**config.mk**
```make
export PLATFORM = sky130hd
export DESIGN_NAME = backlash_gap_unit
export DESIGN_NICKNAME = d
export VERILOG_FILES = /design/src/rtl/backlash_gap_unit.sv
export SDC_FILE = /design/constraint.sdc
export NUM_CORES = 1
export LEC_CHECK = 0
export CORE_ASPECT_RATIO = 2
export CORE_MARGIN = 2
export CORE_UTILIZATION = 64
export DETAILED_ROUTE_END_ITERATION = 16
export GPL_ROUTABILITY_DRIVEN = 1
export PLACE_DENSITY = 0.84
export SKIP_CTS_REPAIR_TIMING = 1
export SYNTH_ARGS = -nofsm -noshare
export SYNTH_HDL_FRONTEND = slang
export SYNTH_SLANG_ARGS = --single-unit
export TNS_END_PERCENT = 50
```
**constraint.sdc**
```tcl
create_clock -name clk -period 16.69 [get_ports clk]
set_input_delay 3.338 -clock clk [delete_from_list [all_inputs] [get_ports clk]]
set_output_delay 3.338 -clock clk [all_outputs]
set_load 0.05 [all_outputs]
```
**src/rtl/backlash_gap_unit.sv**
```systemverilog
module backlash_gap_unit #(
  parameter int CNT_W     = 24,
  parameter int ANG_W     = 16,
  parameter int RATIO_INT = 8,
  parameter int FRAC      = 16
) (
  input  logic                    clk,
  input  logic                    rst_n,
  input  logic                    cfg_ratio_we,
  input  logic [RATIO_INT+FRAC-1:0] cfg_ratio,
  input  logic                    zero_arm,
  input  logic                    mot_valid,
  input  logic signed [CNT_W-1:0] mot_count,
  input  logic                    load_valid,
  input  logic [ANG_W-1:0]        load_angle,
  output logic                    gap_valid,
  output logic signed [ANG_W-1:0] gap
);
  localparam int RW = RATIO_INT + FRAC;
  localparam int PW = CNT_W + RW + 2;
  localparam logic [RW-1:0] RATIO_ONE = RW'(1) << FRAC;
  localparam logic signed [PW-1:0] HALF = PW'(1) << (FRAC - 1);

  logic [RW-1:0]            ratio_q;
  logic signed [CNT_W-1:0]  origin_q;
  logic                     armed_q;

  wire pair    = mot_valid && load_valid;
  wire capture = pair && armed_q && (load_angle == '0);

  logic signed [CNT_W-1:0] eff_origin;
  logic signed [CNT_W:0]   rel;
  logic signed [PW-1:0]    prod, prod_r;
  logic [ANG_W-1:0]        ideal;

  assign eff_origin = capture ? mot_count : origin_q;
  assign rel    = $signed({mot_count[CNT_W-1], mot_count}) - $signed({eff_origin[CNT_W-1], eff_origin});
  assign prod   = PW'(rel) * $signed(PW'({1'b0, ratio_q}));
  assign prod_r = prod + HALF;
  assign ideal  = prod_r[FRAC +: ANG_W];

  always_ff @(posedge clk) begin
    if (!rst_n) begin
      ratio_q   <= RATIO_ONE;
      origin_q  <= '0;
      armed_q   <= 1'b0;
      gap_valid <= 1'b0;
      gap       <= '0;
    end else begin
      if (cfg_ratio_we) ratio_q <= cfg_ratio;
      if (capture) origin_q <= mot_count;
      if (zero_arm) armed_q <= 1'b1;
      else if (capture) armed_q <= 1'b0;
      gap_valid <= pair;
      if (pair) gap <= $signed(load_angle - ideal);
    end
  end

  a_r2_result_follows_pair: assert property (@(posedge clk) disable iff (!rst_n)
    pair |=> gap_valid);
  a_r2_no_spurious_result: assert property (@(posedge clk) disable iff (!rst_n)
    !pair |=> !gap_valid);
  a_r7_gap_holds: assert property (@(posedge clk) disable iff (!rst_n)
    !pair |=> $stable(gap));
  a_r6_ratio_holds: assert property (@(posedge clk) disable iff (!rst_n)
    !cfg_ratio_we |=> $stable(ratio_q));
  a_r8_origin_capture: assert property (@(posedge clk) disable iff (!rst_n)
    capture |=> (origin_q == $past(mot_count)) && (gap == '0));
  a_r8_disarm: assert property (@(posedge clk) disable iff (!rst_n)
    (capture && !zero_arm) |=> !armed_q);
endmodule

```
==> flow_summary.ini <==
[status]
status = finished clean

[timing]
post-route-min-period_ps = 15870
fmax_ghz = 0.06300
finalMaxSlewViolations = 0
hold_violations = 0
slew-limit-headroom_pct = 16.87
finClkSkew_ps = 7.586
finalCritPeriodShare_pct = 95.11
rsz0062_at_grt = false
finalSetupViolCount = 0
tns_ps = 0
worst_slew_pin_slew_ps = 1243

[synthesis]
syn_area_per_cell_um2 = 8.840
yosys-top-cells-area = fa_1, ha_1, inv_1
synthArstFlopShare_pct = 0
synth_edf_count = 0
ys_ff_latch = 66
syn_area_um2 = 19080
synth_top_area_share_pct = 40.40
yosys_most_used_dff = dfxtp_1
syn_nets = 2774
synth_cell_type_count = 55
ys_seq_area_share_pct = 6.926
yosys.area.top_type = fa_1
yosysWarningCount = 0
syn-instance-count = 2158

[clocking]
clk_pin_slew_worst_paths_ps = 60
clockBufferDepth = 2
clk_latency_ps = 350
cts_buffers = 9
cts_sinks = 66
cts-root-buf = clkbuf_16
cts_tree = done
h-tree-depth = 3

[global_routing]
grt-ovfl-total = 0
grt_max_degree = 67
grt_pass1_wl_um = 86180
track_usage_pct = 36.28
antenna_found_initial = 1
grt_pass1_vias = 17210

[floorplan]
die_y_um = 248.2
die_area_um2 = 31290
core_um2 = 29400
start_util_pct = 64.89
num_rows = 89
io_pins = 87
die_w_um = 126.1

[final_layout]
area_growth_pct = 8.487
drive_gt1_share_pct = 3.264
nets = 2817

[setup_path]
crit_path_frequent_cell = fa_1
required_ps = 16960
slowest_delay_ps = 1000
r2r_slack_ps = 4090
critical_path.max_fanout = 16
criticalPathCategory = in2reg
end_kind = flip-flop
arrival_ps = 16150
slowest_stage = xor2_1
startpoint_type = input pin

[drt]
firstDrtPassIters = 5
drt_iter0_drc = 876
num_vias = 15020
drc_errors = 0
finalWirelength_um = 54450
wl_per_cell_um = 21.18
vias_per_cell = 5.842
antenna_left = 0

[placement]
dpl.hpwl_um = 44190
routabilityCongestion = 0.9476
io_buffers = 86

[worst_hold_path]
min_path_type = reg2reg

[run]
maxCapViolCount = 0
-- registers in the layout, summed over array words and instances (netlist names) --
register	cells
gap_valid	1
origin_q	24
ratio_q	24
armed_q	1
gap	16
-- layout make-up --
class                   count  area [um2]
flip-flops and latches     66        1321
well taps                 364       455.4
repair buffers            130        1186
multi-input cells        1490       15520
diodes                      1       2.502
clock inverters             6       90.09
clock buffers              10       229.0
inverters                 504        1892
fillers                  2251        8703
-- cells in the final DEF, fill, tap and decap left out, types with 3 or more instances in the layout --
| cell type | instances |
|---|---|
| inv_1 | 504 |
| fa_1 | 385 |
| nand2_1 | 249 |
| and2_1 | 236 |
| ha_1 | 161 |
| clkdlybuf4s50_1 | 85 |
| nor2b_1 | 84 |
| dfxtp_1 | 66 |
| xnor2_1 | 56 |
| buf_4 | 44 |
| mux2i_1 | 43 |
| a21oi_1 | 42 |
| o21ai_0 | 30 |
| a21o_1 | 28 |
| nand2b_1 | 23 |
| xor2_1 | 18 |
| nor2_1 | 17 |
| nand3_1 | 14 |
| o21bai_1 | 10 |
| clkbuf_16 | 9 |
| nand4_1 | 6 |
| nor3_1 | 6 |
| a21boi_0 | 6 |
| and3_1 | 5 |
| xnor3_1 | 5 |
| o211ai_1 | 4 |
| o31a_1 | 4 |
| a31oi_1 | 4 |
| or3_1 | 4 |
| nor4_1 | 3 |
| o21ai_2 | 3 |
| a211o_1 | 3 |
| o21a_1 | 3 |
| a2111o_1 | 3 |
| o211a_1 | 3 |
-- worst paths after layout --
kind                  start  endpoint  cells past startpoint
min                  gap[1]    gap[1]                      2
max          load_angle[15]   gap[15]                     49
min reg2reg          gap[1]    gap[1]                      2
max reg2reg         armed_q   gap[15]                     48
-- layer usage --
layer  track usage, %  up-vias  wire, um
li1                 -     6467         -
met1            34.18     7393     15950
met2            66.67      763     28910
met3            4.596      398      3212
met4            33.94        0      6374
met5                0        -         0
-- logic make-up (layout without fill, tap and decap cells) --
logic type               after synthesis  after routing  share of synthesized area [%]
AND/OR/NAND/NOR                      658            658                          18.12
flip-flops                            66             66                          6.926
multiplexers                          43             43                          2.256
adder cells (fa/ha/maj)              546            546                          50.96
XOR/XNOR                              83             83                          4.329
AO/OA/AOI/OAI                        160            160                          5.549
buffers and inverters                602            650                          11.85
other                                  0              1                              0
-- worst max-delay path, delay by kind of cell --
kind	cells	cell delay (ps)
AOI/OAI and AO/OA	16	3170
xor gates and xnor gates	4	1710
and+or+nand+nor	12	2030
adders and majority gates	11	4570
buffers and inverters	6	1300
-- Yosys cell counts, types with 10 or more instances --
library cell	n
fa_1	385
nor2b_1	84
mux2i_1	43
a21o_1	28
clkbuf_1	95
dfxtp_1	66
nand2b_1	23
nor2_1	18
o21ai_0	30
and2_1	236
xnor2_1	58
nand2_1	249
xor2_1	18
inv_1	504
o21bai_1	10
ha_1	161
a21oi_1	44
nand3_1	14
-- per-stage QoR --
step | cell area [um2] | utilization (%) | setup WS (ps) | hold slack [ps] | instances
2_1_floorplan | 19080 | - | 2460 | 444.3 | 2158
3_3_place_gp | 20370 | 69.30 | 936.1 | 452.8 | 2554
3_5_place_dp | 20370 | 69.30 | 657.0 | 463.3 | 2554
4_1_cts | 20690 | 70.39 | 984.7 | 474.4 | 2570
5_1_grt | 20690 | 70.40 | 45.34 | 494.2 | 2571
6_report | 20690 | 70.40 | 815.8 | 471.2 | 2571
Power is not shown: default switching activity piles up to over one toggle a cycle in this logic, so the estimate is an artifact.
